### src/rtl/ppg_pkg.sv
package ppg_pkg;

    // Decoded protection attributes of one transfer
    typedef struct packed {
        logic nonsec;
        logic priv;
    } acc_attr_t;

    typedef enum logic [1:0] {
        VERDICT_IDLE  = 2'd0,
        VERDICT_PASS  = 2'd1,
        VERDICT_BLOCK = 2'd2
    } verdict_e;

    // Field positions inside the 3-bit protection vector
    localparam int PROT_PRIV_BIT   = 0;
    localparam int PROT_NONSEC_BIT = 1;

    function automatic acc_attr_t decode_prot(input logic [2:0] prot);
        acc_attr_t a;
        a.priv   = prot[PROT_PRIV_BIT];
        a.nonsec = prot[PROT_NONSEC_BIT];
        return a;
    endfunction

    // One port's permission decision
    function automatic logic port_permits(input acc_attr_t a,
                                          input logic      ns_ok,
                                          input logic      up_ok,
                                          input logic      exempt);
        logic sec_ok;
        logic prv_ok;
        sec_ok = exempt | (a.nonsec == ns_ok);
        prv_ok = a.priv | up_ok;
        return sec_ok & prv_ok;
    endfunction

endpackage

### src/rtl/ppg_port_check.sv
module ppg_port_check
    import ppg_pkg::*;
#(
    parameter int                   NUM_PORTS  = 16,
    parameter logic [NUM_PORTS-1:0] SEC_EXEMPT = '0
) (
    input  acc_attr_t              attr,
    input  logic [NUM_PORTS-1:0]   cfg_nonsec_ok,
    input  logic [NUM_PORTS-1:0]   cfg_unpriv_ok,
    output logic [NUM_PORTS-1:0]   allow
);

    for (genvar i = 0; i < NUM_PORTS; i++) begin : g_port
        if (SEC_EXEMPT[i]) begin : g_exempt
            assign allow[i] = port_permits(attr, 1'b0, cfg_unpriv_ok[i], 1'b1);
        end else begin : g_checked
            assign allow[i] = port_permits(attr, cfg_nonsec_ok[i], cfg_unpriv_ok[i], 1'b0);
        end
    end

endmodule

### src/rtl/ppg_resp_mux.sv
module ppg_resp_mux #(
    parameter int NUM_PORTS = 16,
    parameter int DATA_W    = 32
) (
    input  logic [NUM_PORTS-1:0]        sel,
    input  logic [NUM_PORTS*DATA_W-1:0] rdata_in,
    input  logic [NUM_PORTS-1:0]        ready_in,
    input  logic [NUM_PORTS-1:0]        err_in,
    output logic [DATA_W-1:0]           rdata,
    output logic                        ready,
    output logic                        err
);

    logic [DATA_W-1:0] masked [NUM_PORTS];

    for (genvar i = 0; i < NUM_PORTS; i++) begin : g_mask
        assign masked[i] = rdata_in[i*DATA_W +: DATA_W] & {DATA_W{sel[i]}};
    end

    always_comb begin
        rdata = '0;
        for (int i = 0; i < NUM_PORTS; i++) begin
            rdata = rdata | masked[i];
        end
        ready = |(ready_in & sel);
        err   = |(err_in & sel);
    end

endmodule

### src/rtl/ppg_irq.sv
module ppg_irq (
    input  logic clk,
    input  logic rst,
    input  logic reject_pulse,
    input  logic irq_en,
    input  logic irq_clr,
    output logic irq
);

    logic irq_q;

    always_ff @(posedge clk) begin
        if (rst) begin
            irq_q <= 1'b0;
        end else if (irq_clr) begin
            irq_q <= 1'b0;
        end else if (reject_pulse && irq_en) begin
            irq_q <= 1'b1;
        end
    end

    assign irq = irq_q;

    AST_IRQ_CLEAR_WINS: assert property (@(posedge clk) disable iff (rst)
        irq_clr |=> !irq);
    AST_IRQ_STICKY: assert property (@(posedge clk) disable iff (rst)
        (irq && !irq_clr) |=> irq);
    AST_IRQ_SET: assert property (@(posedge clk) disable iff (rst)
        (reject_pulse && irq_en && !irq_clr) |=> irq);
    AST_IRQ_NO_CAUSE: assert property (@(posedge clk) disable iff (rst)
        (!irq && !(reject_pulse && irq_en)) |=> !irq);

endmodule

### src/rtl/ppg_gate.sv
module ppg_gate
    import ppg_pkg::*;
#(
    parameter int                   NUM_PORTS  = 16,
    parameter int                   ADDR_W     = 12,
    parameter int                   DATA_W     = 32,
    parameter logic [NUM_PORTS-1:0] SEC_EXEMPT = '0
) (
    input  logic                        clk,
    input  logic                        rst,
    input  logic [NUM_PORTS-1:0]        up_psel,
    input  logic                        up_penable,
    input  logic                        up_pwrite,
    input  logic [2:0]                  up_pprot,
    input  logic [ADDR_W-1:0]           up_paddr,
    input  logic [DATA_W-1:0]           up_pwdata,
    output logic [DATA_W-1:0]           up_prdata,
    output logic                        up_pready,
    output logic                        up_pslverr,
    output logic [NUM_PORTS-1:0]        ds_psel,
    output logic                        ds_penable,
    output logic                        ds_pwrite,
    output logic [2:0]                  ds_pprot,
    output logic [ADDR_W-1:0]           ds_paddr,
    output logic [DATA_W-1:0]           ds_pwdata,
    input  logic [NUM_PORTS*DATA_W-1:0] ds_prdata,
    input  logic [NUM_PORTS-1:0]        ds_pready,
    input  logic [NUM_PORTS-1:0]        ds_pslverr,
    input  logic [NUM_PORTS-1:0]        cfg_nonsec_ok,
    input  logic [NUM_PORTS-1:0]        cfg_unpriv_ok,
    input  logic                        cfg_err_resp,
    input  logic                        irq_en,
    input  logic                        irq_clr,
    output logic                        irq
);

    acc_attr_t              attr;
    logic [NUM_PORTS-1:0]   allow;
    verdict_e               verdict;
    logic [DATA_W-1:0]      mux_rdata;
    logic                   mux_ready;
    logic                   mux_err;
    logic                   reject_pulse;

    assign attr = decode_prot(up_pprot);

    ppg_port_check #(
        .NUM_PORTS  (NUM_PORTS),
        .SEC_EXEMPT (SEC_EXEMPT)
    ) u_check (
        .attr          (attr),
        .cfg_nonsec_ok (cfg_nonsec_ok),
        .cfg_unpriv_ok (cfg_unpriv_ok),
        .allow         (allow)
    );

    always_comb begin
        if (up_psel == '0) begin
            verdict = VERDICT_IDLE;
        end else if ((up_psel & allow) != '0) begin
            verdict = VERDICT_PASS;
        end else begin
            verdict = VERDICT_BLOCK;
        end
    end

    ppg_resp_mux #(
        .NUM_PORTS (NUM_PORTS),
        .DATA_W    (DATA_W)
    ) u_mux (
        .sel      (up_psel),
        .rdata_in (ds_prdata),
        .ready_in (ds_pready),
        .err_in   (ds_pslverr),
        .rdata    (mux_rdata),
        .ready    (mux_ready),
        .err      (mux_err)
    );

    // Request side: only the select and enable are gated
    assign ds_psel    = (verdict == VERDICT_PASS) ? up_psel : '0;
    assign ds_penable = (verdict == VERDICT_PASS) && up_penable;
    assign ds_pwrite  = up_pwrite;
    assign ds_pprot   = up_pprot;
    assign ds_paddr   = up_paddr;
    assign ds_pwdata  = up_pwdata;

    // Response side
    always_comb begin
        unique case (verdict)
            VERDICT_PASS: begin
                up_prdata  = mux_rdata;
                up_pready  = mux_ready;
                up_pslverr = mux_err;
            end
            VERDICT_BLOCK: begin
                up_prdata  = '0;
                up_pready  = 1'b1;
                up_pslverr = cfg_err_resp;
            end
            default: begin
                up_prdata  = '0;
                up_pready  = 1'b0;
                up_pslverr = 1'b0;
            end
        endcase
    end

    assign reject_pulse = (verdict == VERDICT_BLOCK) && up_penable;

    ppg_irq u_irq (
        .clk          (clk),
        .rst          (rst),
        .reject_pulse (reject_pulse),
        .irq_en       (irq_en),
        .irq_clr      (irq_clr),
        .irq          (irq)
    );

    AST_DS_ONEHOT: assert property (@(posedge clk) disable iff (rst)
        $onehot0(ds_psel));
    AST_DS_MATCHES_UP: assert property (@(posedge clk) disable iff (rst)
        (ds_psel != '0) |-> (ds_psel == up_psel));
    AST_UNPRIV_BLOCKED: assert property (@(posedge clk) disable iff (rst)
        (!up_pprot[0] && ((up_psel & ~cfg_unpriv_ok) != '0)) |-> (ds_psel == '0 && !ds_penable));
    AST_REFUSED_ANSWER: assert property (@(posedge clk) disable iff (rst)
        (up_psel != '0 && ds_psel == '0) |-> (up_pready && up_prdata == '0 && up_pslverr == cfg_err_resp));
    AST_IDLE_QUIET: assert property (@(posedge clk) disable iff (rst)
        (up_psel == '0) |-> (!ds_penable && !up_pready && !up_pslverr));

endmodule

### config.mk
export PLATFORM = sky130hd
export DESIGN_NAME = ppg_gate
export DESIGN_NICKNAME = d
export VERILOG_FILES = /design/src/rtl/ppg_pkg.sv /design/src/rtl/ppg_port_check.sv /design/src/rtl/ppg_resp_mux.sv /design/src/rtl/ppg_irq.sv /design/src/rtl/ppg_gate.sv
export SDC_FILE = /design/constraint.sdc
export NUM_CORES = 1
export LEC_CHECK = 0
export ABC_AREA = 0
export BUFFER_PORTS_ARGS = -buffer_cell sky130_fd_sc_hd__buf_2
export CAP_MARGIN = 0
export CORE_AREA = 2 2 289 291
export DETAILED_ROUTE_END_ITERATION = 6
export DIE_AREA = 0 0 291 293
export MAX_ROUTING_LAYER = met4
export SETUP_SLACK_MARGIN = 0.4
export SYNTH_ARGS = -nofsm -noshare
export SYNTH_HDL_FRONTEND = slang
export SYNTH_SLANG_ARGS = --single-unit
### constraint.sdc
create_clock -name clk -period 3.4 [get_ports clk]
set_clock_uncertainty 0.15 [all_clocks]
set_input_delay 0.34 -clock clk [delete_from_list [all_inputs] [get_ports clk]]
set_output_delay 0.34 -clock clk [all_outputs]
set_load 0.03 [all_outputs]
; Yosys cells after proc, flatten, opt, wreduce, memory -nomap -nowiden
; Index checks and enable logic that the tools add are counted.
[word_totals]
elab_cells = 99
ff_bits = 1
output_inout_bits = 100
inputBits = 646
[classes]
eq_ne = 18
bitwise = 66
n_reduce_logical = 8
muxes = 6
[ops]
columns = cell, count
row1 = $and A32 B32 Y32, 16
row2 = $or A32 B32 Y32, 15
row3 = $and A16 B16 Y16, 3
row4 = $mux W32, 1
row5 = $reduce_or A16 Y1, 2
row6 = $and A1 B1 Y1, 16
row7 = $eq A1 B1 Y1, 16
row8 = $logic_not A16 Y1, 1
row9 = $mux W16, 1
row10 = $or A1 B1 Y1, 16
row11 = $reduce_bool A16 Y1, 1
row12 = $mux W2, 2
row13 = $pmux W1 S2, 2
row14 = $logic_and A1 B1 Y1, 3
row15 = $eq A2 B1 Y1 const B, 1
row16 = $eq A2 B2 Y1 const B, 1
row17 = $reduce_or A2 Y1, 1

; Longest topological paths before layout
; Gate-level depths: netlist of the first run.
[logic_depth]
depth_word = 17
ltp_mapped = 9
mapped_depth_nobuf = 5

; Modules after synthesis
; A second synthesis of the first run with hierarchy kept.
[hier_totals]
cells_unflattened = 547
area_unflattened_um2 = 4284.1
[by_module_without_submodules]
columns = mod, cells_per_inst, area_per_inst_um2, seq_area_each_um2, n_inst
row1 = ppg_resp_mux, 370, 3094.2, 0.0, 1
row2 = ppg_gate, 122, 847.1, 0.0, 1
row3 = ppg_port_check, 52, 304.0, 0.0, 1
row4 = ppg_irq, 3, 38.8, 20.0, 1

; Least setup slack after synthesis of the first run
; Ideal clock, no wire load.
[synth_timing]
path_kind = input to output
from = input up_pprot[0]
to = output up_pready
required_ps = 2910
n_path_buf = 3
slack_ps = 765
t_arrival_ps = 2145
stages = 7
cell_sequence = clkbuf_1 -> buf_2 -> o211ai_1 -> nand4_1 -> or4_1 -> buf_6 -> o2111ai_1
[synth_between]
elab_chain_len = 8
elab_cells_between_ends = 39
cone_classes = eq/ne: 2 / mux: 3 / bitwise: 33 / reduce/logical: 1
[synth_rtl]
columns = element, line_no
row1 = "start, declared", ppg_gate.sv:14  ; input logic [2:0] up_pprot,
row2 = $or A1 B1 Y1, ppg_pkg.sv:34  ; prv_ok = a.priv | up_ok;
row3 = $and A1 B1 Y1, ppg_pkg.sv:35  ; return sec_ok & prv_ok;
row4 = $and A16 B16 Y16 *, ppg_gate.sv:60  ; end else if ((up_psel & allow) != '0) begin
row5 = $reduce_bool A16 Y1 *, ppg_gate.sv:60
row6 = $mux W2 *, ppg_gate.sv:60
row7 = $mux W2 *, ppg_gate.sv:58  ; if (up_psel == '0) begin
row8 = $eq A2 B2 Y1 / $eq A2 B1 Y1 (equally long branches), ppg_gate.sv:90  ; unique case (verdict)
row9 = $pmux W1 S2 *, ppg_gate.sv:90
row10 = "end, declared", ppg_gate.sv:18  ; output logic up_pready,
; Mark *: on every way between the ends. The rest lies on a longest branch, timed or not.

; Worst setup path in the final report of the first run
[layout_timing]
from = input up_psel[15]
to = output ds_psel[13]
[layout_between]
elab_chain_len = 6
elab_cells_between_ends = 7
cone_classes = eq/ne: 1 / mux: 3 / bitwise: 1 / reduce/logical: 2
[layout_rtl]
columns = element, line_no
row1 = "start, declared", ppg_gate.sv:11  ; input logic [NUM_PORTS-1:0] up_psel,
row2 = $and A16 B16 Y16, ppg_gate.sv:60
row3 = $reduce_bool A16 Y1, ppg_gate.sv:60
row4 = $mux W2, ppg_gate.sv:60
row5 = $mux W2 *, ppg_gate.sv:58
row6 = $eq A2 B1 Y1 *, ppg_gate.sv:81  ; assign ds_psel = (verdict == VERDICT_PASS) ? up_psel : '0;
row7 = $mux W16 *, ppg_gate.sv:81
row8 = "end, declared", ppg_gate.sv:20  ; output logic [NUM_PORTS-1:0] ds_psel,
; Marked as above.

==> key figures, run 1 <==
Global routing
  • Largest net degree at the start of global routing: 31
  • Gr usage total: 18.3%
  • Gr ovfl total: 0
  • Number of global-route vias before repair: 8568
  • Initial antenna violation count: 98
  • First-pass GRT wire length: 97200 microns

Cells and area
  • NumNets Final: 1800
  • Post-synthesis to final-layout area growth: 118%
  • Layout cell share with drive strength beyond 1: 63.5%
  • Max FFs per register: 1
  • Final core utilization: 10.7%

Critical path
  • Worst EP arrival: 2.43 ns
  • Critical path, cell by cell: buf_2 > buf_12 > o211ai_1 > nand4_1 > or4_4 > buf_12 > buf_12 > and2_4 > buf_2
  • Crit path capture type: primary output
  • Number of cells on the critical path: 9
  • Slowest cell delay on critical path: 0.63 ns
  • Most numerous cell on the critical path: buf_12
  • CP Capture Point: ds_psel[13]
  • Worst setup SP type: input pin
  • Crit Path Category: input pin to primary output
  • Crit path required time: 2.91 ns
  • WP buf/inv: 5
  • Worst r2r src: u_irq.irq
  • CP max stage cell: or4_4
  • CP top delay family: simple AND/OR/NAND/NOR gates
  • R2R depth: 2
  • Reg2Reg Capture Point: u_irq.irq
  • FF-to-FF setup slack: 2.72 ns
  • Largest fanout on the critical path: 30
  • Critical Path Start: up_psel[15]

Routing
  • Initial DRT Pass Iterations: 7
  • WL final: 80000 microns
  • Avg WL per Cell: 34.9 microns
  • Via Count: 8464
  • Antenna Nets Post-Route: 0
  • Vias/cell: 3.69
  • Drt drc: 0
  • Iter 0 DRT Violations: 588

Floorplan
  • Die Y: 293 microns
  • Core Area: 0.0818 sq mm
  • # rows: 105
  • Starting Density: 4.90%
  • DIE AREA: 0.0853 sq mm
  • IO Count: 746
  • Die span in x: 291 microns

Synth
  • Flops & latches, synth: 1
  • Post-synthesis sequential area ratio: 0.499%
  • Unique masters post-synth: 25
  • Syn_area_per_cell: 7.14 sq um
  • Syn_nets: 1208
  • Synth warn: 0
  • Post-Syn Instances: 562
  • Synthesized area: 0.00401 sq mm

Placed design
  • Post-DP HPWL: 69400 microns
  • GP Congestion: 0.851
  • Port bufs: 653

Clock tree
  • Clock slew at reported path FFs: 0.01 ns
  • Clk_lat worst skew: 0 ns

Outcome
  • Outcome: completed

Power
  • VDD IR max: 0.0499 mV
  • Design Power: 1.31 mW
  • Static leakage: 3.90 nW
  • Pwr/cell area: 150 mW/mm^2

Timing
  • Rel. slew slack: 57.8%
  • Max Clk Rate: 0.343 GHz
  • Minimum clock period: 2.92 ns
  • Final hold violations: 0
  • Post-route clock period utilization: 85.8%
  • Final Setup Violations: 0
  • Total negative slack: 0 ns
  • Worst-margin pin slew: 0.634 ns
  • Hold_ws: 0.310 ns
  • RSZ-0062 raised after global routing: no
  • Slew Viols, Final: 0

Run
  • Max Cap Violations: 0

Worst hold path
  • Hold crit path type: register to register
-- kinds of logic (layout without fill, tap and decap cells) --
family          after synthesis  count (layout)  synth area share [%]
other cells                   0              69                     0
flops                         1               1                 0.499
mux                           1               1                 0.249
simple gates                 99             100                  14.8
xor+xnor                     16              16                  3.49
compound gates              322             322                  63.4
buf+inv                     123             712                  17.5
-- metal layers --
metal	track usage (%)	up-vias	routed length, microns
met4	4.87	0	2910
met1	19.5	4023	29100
met5	-	-	0
met2	30.7	709	37400
li1	-	3626	-
met3	8.30	106	10600
-- synthesized netlist by cell type, drive strengths merged --
master,count,area (sq um)
clkbuf,43,161
a22o,50,438
nand4,25,156
a221oi,50,438
nor4,4,25.0
mux2i,1,10.0
and2,17,149
nand3,47,235
o21a,32,240
and3,1,6.26
or4,1,7.51
buf,79,539
inv,1,3.75
o2111ai,1,8.76
nor2,2,7.51
a22oi,172,1290
nand2,2,7.51
o21ai,1,8.76
xnor2,16,140
dfxtp,1,20.0
o211ai,16,120
-- worst min path at each step --
stage / to / cells after the start / from / slack, ns
after detailed placement: u_irq.irq / 2 / u_irq.irq / 0.31
final: u_irq.irq / 2 / u_irq.irq / 0.31
after global placement: u_irq.irq / 2 / u_irq.irq / 0.31
after floorplan: u_irq.irq / 2 / up_penable / 0.35
after CTS: u_irq.irq / 2 / u_irq.irq / 0.31
after global routing: u_irq.irq / 2 / u_irq.irq / 0.33
-- power by group --
| part | switching (mW) | leakage (nW) | internal (mW) |
|---|---|---|---|
| Sequential | 0.0000382 | 0.00805 | 0.0120 |
| Combinational | 0.753 | 3.89 | 0.543 |
| Clock | 0 | 0.000437 | 0.00000273 |
-- layout make-up --
class	instances	area (sq um)
fillers	9661	73100
flip-flops and latches	1	20.0
well taps	1070	1340
repair buffers	711	3900
diodes	69	173
multi-input cells	439	3300
inverters	1	3.75
-- placed cells by master, fill, tap and decap left out --
cell / instances
a221oi_1: 50
a22o_1: 50
a22oi_1: 172
and2_4: 17
and3_1: 1
buf_12: 14
buf_2: 643
buf_4: 53
clkbuf_4: 1
dfxtp_1: 1
diode_2: 69
inv_1: 1
mux2i_1: 1
nand2_1: 2
nand3_1: 47
nand4_1: 25
nor2_1: 2
nor4_1: 4
o2111ai_1: 1
o211ai_1: 16
o21a_1: 32
o21ai_2: 1
or4_4: 2
xnor2_1: 16
-- per-stage QoR --
step | std cells | area (sq um) | worst slack, ns
detailed placement | 2219 | 8530 | 0.360
finish | 2291 | 8740 | 0.483
CTS | 2222 | 8570 | 0.414
global route | 2286 | 8730 | 0.400
global placement | 2219 | 8530 | 0.376
floorplan | 562 | 4010 | 0.765
-- worst min-delay path: stages, from the launching register on --
cell	delay, ns
dfxtp_1	0.29
nand2_1	0.07
o21ai_2	0.05
-- what timing repair did --
| action | 4_1_cts | 5_1_grt |
|---|---|---|
| gates cloned | 1 | 0 |
| endpoints found under the setup margin | 16 | 6 |
| resized for setup | 2 | 1 |
| buffers inserted | 2 | 0 |
| hold buffers | 0 | 0 |
| pin swaps | 1 | 0 |
| endpoints found under the hold margin | 0 | 0 |
(Power assumes the default switching activity.)
==> run 2: changes to the inputs <==
Settings changed: ABC_AREA 0 to 1, CORE_AREA 2 2 289 291 to 2 2 286 288, DIE_AREA 0 0 291 293 to 0 0 288 290, TNS_END_PERCENT set to 50.
==> key figures, run 2 <==
Power
  • VDD IR max: 0.0513 mV
  • Static leakage: 4.93 nW
  • Pwr/cell area: 142 mW/mm^2

Routing
  • Vias/cell: 3.68
  • Via Count: 9736
  • Antenna Nets Post-Route: 0
  • Drt drc: 0
  • Initial DRT Pass Iterations: 5
  • WL final: 67100 microns
  • Avg WL per Cell: 25.4 microns
  • Iter 0 DRT Violations: 533

Synth
  • Post-synthesis sequential area ratio: 0.434%
  • Synth top cells by count: nand2_1, nor2_1, clkbuf_1
  • Syn_area_per_cell: 4.76 sq um
  • Syn_nets: 1615
  • Post-Syn Instances: 969
  • Top_reg_cell synth: dfxtp_1
  • Most numerous cell in the Yosys netlist: nand2_1
  • Top-area cell type share of the netlist area: 38.6%
  • Synthesized area: 0.00461 sq mm
  • Flops & latches, synth: 1
  • Synth warn: 0
  • Top cells by area, synth: nand2_1, a221oi_1, buf_4
  • Post-synth EDFFs: 0
  • Synth area leader: nand2_1
  • Ys async rst share: 0%
  • Unique masters post-synth: 25

Cells and area
  • Most common cell after layout, fill and taps aside: buf_2
  • Commonest non-fill, non-tap cells in the layout: buf_2, nand2_1, nor2_1, nand4_1, buf_4
  • Post-synthesis to final-layout area growth: 100%
  • NumNets Final: 2211
  • Layout cell share with drive strength beyond 1: 46.1%
  • Max FFs per register: 1

Clock tree
  • Clk_lat worst skew: 0 ns
  • Clock slew at reported path FFs: 0 ns
  • Hold buffers post-CTS: 0

Critical path
  • R2R depth: 2
  • Largest fanout on the critical path: 27
  • Worst setup SP type: input pin
  • Crit path required time: 2.91 ns
  • Worst EP arrival: 2.43 ns
  • Crit Path Category: input pin to primary output
  • Crit path capture type: primary output

Timing
  • Max Clk Rate: 0.343 GHz
  • RSZ-0062 raised after global routing: yes
  • Rel. slew slack: 47.7%
  • Post-route clock period utilization: 85.8%
  • Worst-margin pin slew: 0.785 ns
  • Total negative slack: 0 ns
  • Final Setup Violations: 0
  • Final hold violations: 0
  • Worst setup margin: 0.482 ns
  • Slew Viols, Final: 0
  • Minimum clock period: 2.92 ns

Floorplan
  • Starting Density: 5.76%
  • Die span in x: 288 microns
  • # rows: 104
  • Die Y: 290 microns
  • DIE AREA: 0.0835 sq mm
  • Core Area: 0.0802 sq mm
  • IO Count: 746

Placed design
  • GP Congestion: 0.904
  • Setup slack at placement: 0.245 ns
  • Port bufs: 653
  • Post-DP HPWL: 59300 microns

Global routing
  • Met1 usage: 17.4%
  • Number of global-route vias before repair: 9880
  • Top Usage Layer GRT: met2
  • Gr ovfl total: 0
  • GR Util met2: 26.6%
  • Met3 Resource Use GR: 4.36%
  • Gr usage total: 15.5%
  • First-pass GRT wire length: 84700 microns
  • Largest net degree at the start of global routing: 28
  • Initial antenna violation count: 47

Run
  • Max Cap Violations: 0

Outcome
  • Outcome: completed

Worst hold path
  • Hold path depth: 2
  • Hold crit path type: register to register
==> run 2: final timing paths <==
kind	slack, ns	startpoint	to
min reg2reg	0.30	u_irq.irq	u_irq.irq
min	0.30	u_irq.irq	u_irq.irq
max	0.48	up_pprot[1]	up_pslverr
max reg2reg	2.70	u_irq.irq	u_irq.irq
==> run 2: repair_timing <==
item	4_1_cts	5_1_grt
setup buffers	0	0
resized for setup	1	2
setup endpoints to repair	2	16
gates cloned	0	0
==> run 2: cells by family (layout without fill, tap and decap cells) <==
logic type,count (synthesis),count (layout),share of synthesized area (%)
AOI/OAI and AO/OA,114,114,19.4
xor gates and xnor gates,3,3,0.570
buffers and inverters,170,764,18.9
DFF,1,1,0.434
other,0,22,0
and+or+nand+nor,681,681,60.7
==> run 2: layer usage <==
layer	vias up	wire [microns]
li1	4396	-
met4	0	2650
met2	779	31400
met3	113	6700
met5	-	0
met1	4448	26400
==> run 2: through the flow <==
stage	cell area [sq um]	utilization [%]	hold WS [ns]	total power [mW]	std cells
after floorplan	4610	-	0.344	0.615	969
after global placement	9180	11.5	0.282	1.33	2623
after detailed placement	9180	11.5	0.294	1.32	2623
after CTS	9190	11.5	0.294	1.33	2623
after global routing	9240	11.5	0.332	1.40	2643
final	9250	11.5	0.297	1.31	2645
==> run 2: cell type report <==
class | instances | area (sq um)
repair buffers | 716 | 3940
well taps | 1060 | 1330
diodes | 22 | 55.1
fillers | 9575 | 70900
flip-flops and latches | 1 | 20.0
inverters | 48 | 180
multi-input cells | 798 | 3720
==> run 2: worst max-delay path, stage by stage <==
cell and delay, ns:
buf_2 0.35, inv_2 0.21, nand2_1 0.10, nand2_1 0.07, nand2_1 0.07, nand2_1 0.05, nor2_1 0.13, nand2_1 0.13
nor2_4 0.13, buf_6 0.31, nand3_1 0.11, nand2_1 0.17, buf_2 0.24
==> run 2: report_power, final <==
part           switching (mW)  internal [mW]  leakage (nW)   total, mW
clock network               0     0.00000163      0.000139  0.00000163
logic                   0.787          0.512          4.92        1.30
registers           0.0000424         0.0121       0.00806      0.0121
==> run 3: changes to the inputs <==
Settings changed: CELL_PAD_IN_SITES_DETAIL_PLACEMENT set to 2, CELL_PAD_IN_SITES_GLOBAL_PLACEMENT set to 2, CORE_AREA 2 2 286 288 to 2 2 287 289, DIE_AREA 0 0 288 290 to 0 0 289 291, PLACE_DENSITY set to 0.56.
==> key figures, run 3 (same netlist as run 2, synthesis figures left out) <==
Critical path
  • Worst setup SP type: input pin
  • Crit path capture type: primary output
  • Crit Path Category: input pin to primary output
  • CP max stage cell: a221oi_1
  • Crit path required time: 2.91 ns
  • Slowest cell delay on critical path: 0.41 ns
  • Critical path, cell by cell: buf_2 > buf_12 > nand2_1 > nand2_1 > a221oi_1 > buf_4 > nand4_1 > nor2_1 > nor2_1 > buf_2
  • Worst EP arrival: 2.25 ns
  • Largest fanout on the critical path: 19

Clock tree
  • Post-CTS Resized: 1
  • Hold buffers post-CTS: 0
  • # Post-CTS Setup Buffers: 0
  • Clock slew at reported path FFs: 0 ns
  • Clk_lat worst skew: 0 ns

Power
  • Pwr/cell area: 143 mW/mm^2
  • Static leakage: 4.86 nW
  • VDD IR max: 0.0823 mV

Global routing
  • Largest net degree at the start of global routing: 36
  • Number of global-route vias before repair: 11100
  • Gr ovfl total: 0
  • First-pass GRT wire length: 83000 microns
  • Gr usage total: 14.3%
  • Initial antenna violation count: 8

Timing
  • Post-route clock period utilization: 80.5%
  • Final hold violations: 0
  • Total negative slack: 0 ns
  • Hold_ws: 0.288 ns
  • Worst-margin pin slew: 0.781 ns
  • Slew Viols, Final: 0
  • Minimum clock period: 2.74 ns
  • Rel. slew slack: 47.9%
  • Final Setup Violations: 0
  • Max Clk Rate: 0.365 GHz
  • RSZ-0062 raised after global routing: no

Cells and area
  • Post-synthesis to final-layout area growth: 98.1%
  • Most common cell after layout, fill and taps aside: buf_2
  • Layout cell share with drive strength beyond 1: 45.5%
  • Commonest non-fill, non-tap cells in the layout: buf_2, nand2_1, nor2_1, nand4_1, a221oi_1
  • Finished Cell Area: 0.00914 sq mm
  • Final non-filler cell total: 2624
  • Max FFs per register: 1
  • # fillers: 10100
  • NumNets Final: 2198

Floorplan
  • Starting Density: 5.68%
  • DIE AREA: 0.0841 sq mm
  • # rows: 105
  • Die span in x: 289 microns
  • IO Count: 746
  • Core Area: 0.0812 sq mm
  • Die Y: 291 microns

Routing
  • Initial DRT Pass Iterations: 4
  • Avg WL per Cell: 23.6 microns
  • WL final: 62000 microns
  • Vias/cell: 3.66
  • Via Count: 9614
  • Antenna Nets Post-Route: 0
  • Drt drc: 0
  • Iter 0 DRT Violations: 315

Placed design
  • GP Congestion: 0.879
  • Inst Count DP: 2620
  • Post-DP Area: 0.00912 sq mm
  • Port bufs: 653
  • Post-DP HPWL: 54100 microns

Run
  • Max Cap Violations: 0

Worst hold path
  • Hold crit path type: register to register

Outcome
  • Outcome: completed
-- run 3: layout make-up --
type                            count  area (sq um)  area share (%)
Antenna cell                        4          10.0           0.110
Inverter                           48           180            1.97
Multi-Input combinational cell    798          3720            40.7
Sequential cell                     1          20.0           0.219
Tap cell                         1070          1340            14.6
Timing Repair Buffer              703          3870            42.3
-- run 3: layer usage --
metal	part of all wire [%]	global-route usage, %	vias up
li1	-	-	4349
met5	0	-	-
met4	2.8	3.41	0
met2	49	25.5	587
met3	7.4	1.90	68
met1	41	16.9	4610
-- run 3: critical path, delay by kind of cell --
family / cells / cell delay [ns]
buffers and inverters: 4 / 0.97
AO/OA/AOI/OAI: 1 / 0.41
AND/OR/NAND/NOR: 5 / 0.48
-- run 3: where the power goes --
group           total [mW]  switching (mW)  internal (mW)
combinational         1.29           0.780          0.510
sequential          0.0121       0.0000361         0.0121
clock          0.000000159               0    0.000000159
total                 1.30           0.780          0.522
-- run 3: worst paths after layout --
kind                            slack [ns]        from       endpoint  cells past startpoint
worst min-delay path                  0.29   u_irq.irq      u_irq.irq                      2
worst min register to register        0.29   u_irq.irq      u_irq.irq                      2
worst max-delay path                  0.66  up_psel[9]  up_prdata[13]                     10
worst max register to register        2.72   u_irq.irq      u_irq.irq                      2
-- run 3: through the flow --
| stage | power (mW) | setup WS [ns] | util [%] |
|---|---|---|---|
| detailed placement | 1.33 | 0.338 | 11.2 |
| CTS | 1.34 | 0.437 | 11.2 |
| floorplan | 0.615 | 1.21 | - |
| global route | 1.42 | 0.414 | 11.3 |
| finish | 1.30 | 0.662 | 11.3 |
| global placement | 1.32 | 0.300 | 11.2 |
